--- config.mk ---
export PLATFORM = sky130hd
export DESIGN_NAME = tk_i2c_regfile
export DESIGN_NICKNAME = d
export VERILOG_FILES = /design/src/rtl/tk_i2c_pkg.sv /design/src/rtl/tk_i2c_sync.sv /design/src/rtl/tk_i2c_snapshot.sv /design/src/rtl/tk_i2c_ram.sv /design/src/rtl/tk_i2c_regfile.sv
export SDC_FILE = /design/constraint.sdc
export NUM_CORES = 1
export LEC_CHECK = 0
export BUFFER_PORTS_ARGS = -buffer_cell sky130_fd_sc_hd__buf_2
export CAP_MARGIN = 20
export CORE_AREA = 2 2 209 211
export DETAILED_ROUTE_END_ITERATION = 10
export DIE_AREA = 0 0 211 213
export PLACE_DENSITY = 0.69
export RECOVER_POWER = 25
export SYNTH_ARGS = -nofsm -noshare
export SYNTH_HDL_FRONTEND = slang
export SYNTH_SLANG_ARGS = --single-unit
--- constraint.sdc ---
create_clock -name clk -period 5 [get_ports clk]
set_input_delay 0.25 -clock clk [delete_from_list [all_inputs] [get_ports clk]]
set_output_delay 0.25 -clock clk [all_outputs]
set_load 0.1 [all_outputs]
--- src/rtl/tk_i2c_pkg.sv ---
package tk_i2c_pkg;

    typedef logic [7:0] byte_t;

    typedef enum logic [2:0] {
        ST_IDLE,
        ST_DEV,
        ST_PTR,
        ST_WR,
        ST_ACK,
        ST_RD,
        ST_RACK
    } bus_state_t;

    localparam logic [3:0] BITS_PER_BYTE = 4'd8;

    // Byte idx of a flat little-endian byte vector
    function automatic byte_t pick_byte(input logic [63:0] flat, input int idx);
        return flat[8*idx +: 8];
    endfunction

endpackage

--- src/rtl/tk_i2c_sync.sv ---
module tk_i2c_sync #(
    parameter int STAGES = 2
) (
    input  logic clk,
    input  logic rst,
    input  logic d,
    output logic q
);
    logic [STAGES-1:0] chain;

    // Idle bus level is high, so the chain resets to 1
    always_ff @(posedge clk) begin
        if (rst) chain <= '1;
        else     chain <= {chain[STAGES-2:0], d};
    end

    assign q = chain[STAGES-1];
endmodule

--- src/rtl/tk_i2c_snapshot.sv ---
module tk_i2c_snapshot #(
    parameter int N_TIME = 8
) (
    input  logic                  clk,
    input  logic                  rst,
    input  logic                  capture,
    input  logic [8*N_TIME-1:0]   live,
    output logic [8*N_TIME-1:0]   snap
);
    for (genvar g = 0; g < N_TIME; g++) begin : g_byte
        always_ff @(posedge clk) begin
            if (rst)          snap[8*g +: 8] <= '0;
            else if (capture) snap[8*g +: 8] <= live[8*g +: 8];
        end
    end
endmodule

--- src/rtl/tk_i2c_ram.sv ---
module tk_i2c_ram #(
    parameter int AW    = 6,
    parameter int DEPTH = 56
) (
    input  logic          clk,
    input  logic          we,
    input  logic [AW-1:0] waddr,
    input  logic [7:0]    wdata,
    input  logic [AW-1:0] raddr,
    output logic [7:0]    rdata
);
    logic [7:0] mem [DEPTH];

    always_ff @(posedge clk) begin
        if (we && int'(waddr) < DEPTH) mem[waddr] <= wdata;
    end

    assign rdata = (int'(raddr) < DEPTH) ? mem[raddr] : 8'h00;
endmodule

--- src/rtl/tk_i2c_regfile.sv ---
module tk_i2c_regfile
    import tk_i2c_pkg::*;
#(
    parameter logic [6:0] DEV_ADDR    = 7'b1101000,
    parameter int         ADDR_W      = 6,
    parameter int         N_TIME      = 8,
    parameter int         SYNC_STAGES = 2,
    localparam int        TIME_AW     = $clog2(N_TIME)
) (
    input  logic                 clk,
    input  logic                 rst,
    input  logic                 scl_in,
    input  logic                 sda_in,
    input  logic [8*N_TIME-1:0]  live_time,
    output logic                 sda_drive_low,
    output logic                 wr_valid,
    output logic [TIME_AW-1:0]   wr_addr,
    output logic [7:0]           wr_data
);
    localparam int               RAM_DEPTH = (1 << ADDR_W) - N_TIME;
    localparam logic [ADDR_W-1:0] TIME_END = N_TIME[ADDR_W-1:0];

    // Line sampling and condition detection
    logic scl_s, sda_s, scl_q, sda_q;

    tk_i2c_sync #(.STAGES(SYNC_STAGES)) u_sync_scl (.clk(clk), .rst(rst), .d(scl_in), .q(scl_s));
    tk_i2c_sync #(.STAGES(SYNC_STAGES)) u_sync_sda (.clk(clk), .rst(rst), .d(sda_in), .q(sda_s));

    always_ff @(posedge clk) begin
        if (rst) begin
            scl_q <= 1'b1;
            sda_q <= 1'b1;
        end else begin
            scl_q <= scl_s;
            sda_q <= sda_s;
        end
    end

    logic scl_rise, scl_fall, start_det, stop_det;
    assign scl_rise  =  scl_s & ~scl_q;
    assign scl_fall  = ~scl_s &  scl_q;
    assign start_det =  scl_s &  scl_q &  sda_q & ~sda_s;
    assign stop_det  =  scl_s &  scl_q & ~sda_q &  sda_s;

    // Snapshot of the live time bytes
    logic [8*N_TIME-1:0] snap;
    tk_i2c_snapshot #(.N_TIME(N_TIME)) u_snap (
        .clk(clk), .rst(rst), .capture(start_det), .live(live_time), .snap(snap)
    );

    // General RAM above the time registers
    bus_state_t        st, nxt;
    logic [3:0]        cnt;
    byte_t             sh, tx;
    logic [ADDR_W-1:0] ptr;
    logic              mack;
    logic              ram_we;
    logic [ADDR_W-1:0] ram_waddr;
    byte_t             ram_wdata, ram_rdata, rd_byte;
    logic [ADDR_W-1:0] ram_raddr;

    assign ram_raddr = ptr - TIME_END;

    tk_i2c_ram #(.AW(ADDR_W), .DEPTH(RAM_DEPTH)) u_ram (
        .clk(clk), .we(ram_we), .waddr(ram_waddr), .wdata(ram_wdata),
        .raddr(ram_raddr), .rdata(ram_rdata)
    );

    assign rd_byte = (ptr < TIME_END) ? snap[8*ptr[TIME_AW-1:0] +: 8] : ram_rdata;

    // Byte-level protocol engine
    always_ff @(posedge clk) begin
        if (rst) begin
            st            <= ST_IDLE;
            nxt           <= ST_IDLE;
            cnt           <= '0;
            sh            <= '0;
            tx            <= '0;
            ptr           <= '0;
            mack          <= 1'b0;
            sda_drive_low <= 1'b0;
            wr_valid      <= 1'b0;
            wr_addr       <= '0;
            wr_data       <= '0;
            ram_we        <= 1'b0;
            ram_waddr     <= '0;
            ram_wdata     <= '0;
        end else begin
            wr_valid <= 1'b0;
            ram_we   <= 1'b0;
            if (start_det) begin
                st            <= ST_DEV;
                cnt           <= '0;
                sda_drive_low <= 1'b0;
            end else if (stop_det) begin
                st            <= ST_IDLE;
                sda_drive_low <= 1'b0;
            end else begin
                case (st)
                    ST_DEV, ST_PTR, ST_WR: begin
                        if (scl_rise && cnt < BITS_PER_BYTE) begin
                            sh  <= {sh[6:0], sda_s};
                            cnt <= cnt + 4'd1;
                        end
                        if (scl_fall && cnt == BITS_PER_BYTE) begin
                            cnt <= '0;
                            if (st == ST_DEV) begin
                                if (sh[7:1] == DEV_ADDR) begin
                                    sda_drive_low <= 1'b1;
                                    st            <= ST_ACK;
                                    nxt           <= sh[0] ? ST_RD : ST_PTR;
                                end else begin
                                    st <= ST_IDLE;
                                end
                            end else if (st == ST_PTR) begin
                                ptr           <= sh[ADDR_W-1:0];
                                sda_drive_low <= 1'b1;
                                st            <= ST_ACK;
                                nxt           <= ST_WR;
                            end else begin
                                if (ptr < TIME_END) begin
                                    wr_valid <= 1'b1;
                                    wr_addr  <= ptr[TIME_AW-1:0];
                                    wr_data  <= sh;
                                end else begin
                                    ram_we    <= 1'b1;
                                    ram_waddr <= ptr - TIME_END;
                                    ram_wdata <= sh;
                                end
                                ptr           <= ptr + 1'b1;
                                sda_drive_low <= 1'b1;
                                st            <= ST_ACK;
                                nxt           <= ST_WR;
                            end
                        end
                    end
                    ST_ACK: begin
                        if (scl_fall) begin
                            if (nxt == ST_RD) begin
                                tx            <= rd_byte;
                                sda_drive_low <= ~rd_byte[7];
                                cnt           <= 4'd1;
                            end else begin
                                sda_drive_low <= 1'b0;
                                cnt           <= '0;
                            end
                            st <= nxt;
                        end
                    end
                    ST_RD: begin
                        if (scl_fall) begin
                            if (cnt == BITS_PER_BYTE) begin
                                sda_drive_low <= 1'b0;
                                ptr           <= ptr + 1'b1;
                                mack          <= 1'b0;
                                st            <= ST_RACK;
                            end else begin
                                sda_drive_low <= ~tx[6];
                                tx            <= {tx[6:0], 1'b0};
                                cnt           <= cnt + 4'd1;
                            end
                        end
                    end
                    ST_RACK: begin
                        if (scl_rise) mack <= ~sda_s;
                        if (scl_fall) begin
                            if (mack) begin
                                tx            <= rd_byte;
                                sda_drive_low <= ~rd_byte[7];
                                cnt           <= 4'd1;
                                st            <= ST_RD;
                            end else begin
                                st <= ST_IDLE;
                            end
                        end
                    end
                    default: ;
                endcase
            end
        end
    end
endmodule

==> impl_metrics.toml <==
[outcome]
status = "finished, violations left"
violations = "max-capacitance violations, max-slew violations"

[synthesis]
synthAdderAreaFrac_pct = 0.269
ys_seq_area_share_pct = 69.1
synth_enable_flop_cells = 448
synth_top_family_by_area = "multiplexers"
ys_types = 70
syn_inst = 1572
async_flop_share_pct = 0
syn_area_sq_um = 23200
yosysWarnings = 0
synth_seq_cells = 578
yosys-top-cells-area = "edfxtp_1, dfxtp_1, mux4_2"
synthMuxAreaShare_pct = 13.1
synth_compound_area_share_pct = 7.22
synth_top_cell_by_area = "edfxtp_1"
synth.avg_cell_area_sq_um = 14.8
synth_top_area_share_pct = 57.9
synthXorXnorAreaFrac_pct = 0.113
synth-simple-area-share_pct = 7.83
yosys_most_used_dff = "edfxtp_1"
mappedNetlistNets = 1645

[min_path]
holdPathEnd = "mack$_SDFFE_PP0P_"
worstHoldPathType = "primary input to flop"
holdPathStages = 2
min_from = "rst"

[critical_path]
r2r_end = "tx[2]$_SDFFE_PP0P_"
crit_fanout = 49
r2r_cells = 7
start_kind = "flop"
required_ns = 5.48
timing.rr.start = "ptr[0]$_SDFFE_PP0P_"
cp-end-kind = "flop"
arrival_ns = 4.13
r2r_setup_slack_ns = 1.36
path_class = "flop to flop"
startpoint = "ptr[0]$_SDFFE_PP0P_"

[routing]
routedWlPerCell_um = 24.9
drt-vias-per-instance = 6.18
drt_iter0_markers = 1707
vias = 14197
detail-route-antenna-nets = 0
remaining_drc_errors = 0
dr.pass1.iters = 6
wl_mm = 57.1

[die]
start_util_pct = 54.4
die_h_um = 213
io_pins = 81
core_area_sq_um = 42700
fp.dieW_um = 211
row_count = 76
die-area_sq_um = 44900

[sta]
rsz0062_at_grt = "false"
max_freq_ghz = 0.274
fin_setup_tns_ns = 0
worstMarginPinSlew_ns = 2.57
holdWs_ns = 0.147
period_share_pct = 72.9
min_period_ns = 3.64
maxSlewHeadroom_pct = -71.3
finalMaxSlewViolations = 143
setup_viol = 0
final.setup.worst_slack_ns = 1.36
fin_skew_ns = 0.0176
finalHoldViolCount = 0

[clock_tree]
cts_hold_buf = 66
cts.repair.resized = 0
root_buffer = "clkbuf_16"
clk_latency_ns = 0.61
cts_tree = "built"
cts_max_level = 2
clock_sinks = 578
postCtsSetupRepairBufs = 0
clk_pin_slew_worst_paths_ns = 0.07
clockBufferDepth = 3
cts_buffers = 57

[grt]
grt.total_usage_pct = 25.6
grt_first_pass_wirelength_mm = 85.3
grt_max_degree = 68
antenna_found_initial = 1
overflow = 0
grt_pass1_vias = 14035

[flow_run]
drv_cap = 3

[final_layout]
final_nets = 1779
area_growth_pct = 15.5
nFillCells = 3009
drive_gt1_share_pct = 17.6
multi_input_area_sq_um = 6630
regArea_sq_um = 16100

[placed_design]
hpwlAfterDp_mm = 34.3
gp_congestion = 0.874
port_buffers = 80
dp_slack_ns = 1.35

[power]
p_per_area_nw_per_um2 = 372
p_leak_nw = 8.59
vdd.ir_drop.worst_uv = 311
-- stage by stage --
stage,total power [mW],cell area (sq um),utilization (%),instances
after detailed placement,5.34,24000,56.3,2120
after global routing,10.2,26800,62.9,2299
after CTS,10.0,26800,62.7,2291
final,9.98,26800,62.9,2299
after global placement,5.33,24000,56.2,2119
after floorplan,5.29,23200,-,1572
-- state kept, by name, indices dropped and copies added, names as in the netlist, 6 cells and up --
register	flops
ptr	6
ram_waddr	6
ram_wdata	8
sh	8
tx	7
u_ram.mem	448
u_snap.snap	64
wr_data	8
-- synthesized netlist by cell type (16+ instances only) --
master,number
clkbuf_1,56
nor2_1,102
edfxtp_1,448
mux2i_1,103
dfxtp_1,130
buf_2,16
a21oi_1,121
mux4_2,85
buf_4,17
nand2_1,230
a22oi_1,19
o21ai_0,24
-- area by class of cell --
type	count	area share (%)
repair buffers	178	5.02
clock buffers	78	6.10
diodes	1	0.00932
inverters	8	0.112
flip-flops and latches	578	59.8
well taps	546	2.54
clock inverters	27	1.66
multi-input cells	883	24.7
-- per-layer routing --
layer	GRT usage [%]	share of wire [%]	vias to the layer above
met5	0	0	-
met4	8.91	3.5	0
met3	5.00	7.4	144
met2	41.4	47	603
met1	35.0	42	7179
li1	-	-	6271
-- where the power goes --
group	leakage [nW]	switching, mW	internal, mW
logic	2.38	0.0734	0.0764
registers	5.20	0.0120	5.12
clock network	1.01	1.79	2.90
-- how the worst max path moves through the flow --
stage	slack, ns	to	cells past startpoint
final	1.36	tx[2]$_SDFFE_PP0P_	7
after global routing	1.15	tx[2]$_SDFFE_PP0P_	7
after CTS	1.32	tx[1]$_SDFFE_PP0P_	7
after detailed placement	1.35	tx[2]$_SDFFE_PP0P_	7
after global placement	1.36	tx[1]$_SDFFE_PP0P_	7
after floorplan	2.77	tx[0]$_SDFFE_PP0P_	6
-- cells by family after synthesis --
| family | after synthesis |
|---|---|
| adder cells (fa/ha/maj) | 5 |
| multiplexers | 193 |
| buffers and inverters | 111 |
| AND/OR/NAND/NOR | 417 |
| AO/OA/AOI/OAI | 265 |
| flip-flops | 578 |
| XOR/XNOR | 3 |
-- placed cells by master (no fill, tap or decap), types with 4 or more instances in the layout --
cell type,n
a2111oi_0,8
a211oi_1,15
a21oi_1,121
a221oi_1,14
a22oi_1,19
a31oi_1,4
and2_1,12
and3_1,4
buf_2,79
buf_4,25
bufinv_16,12
clkbuf_1,13
clkbuf_16,59
clkbuf_8,9
clkinv_1,4
clkinv_2,5
dfxtp_1,126
dlygate4sd3_1,66
edfxtp_1,448
ha_1,5
inv_1,6
mux2i_1,103
mux4_2,85
nand2_1,230
nand2b_1,7
nand3_1,11
nand3b_1,6
nor2_1,102
nor2b_1,11
o21ai_0,24
o21ai_1,5
o221ai_1,15
o22ai_1,12
or2_2,6
-- critical path, stage by stage (launching register included) --
cell and delay (ns):
dfxtp_4 0.90, buf_4 0.56, mux4_2 0.59, nand2_1 0.09, a21oi_1 0.06, a2111oi_0 0.89
o311ai_1 0.18, o2bb2ai_1 0.16
Power figures use the tool's default switching activity.
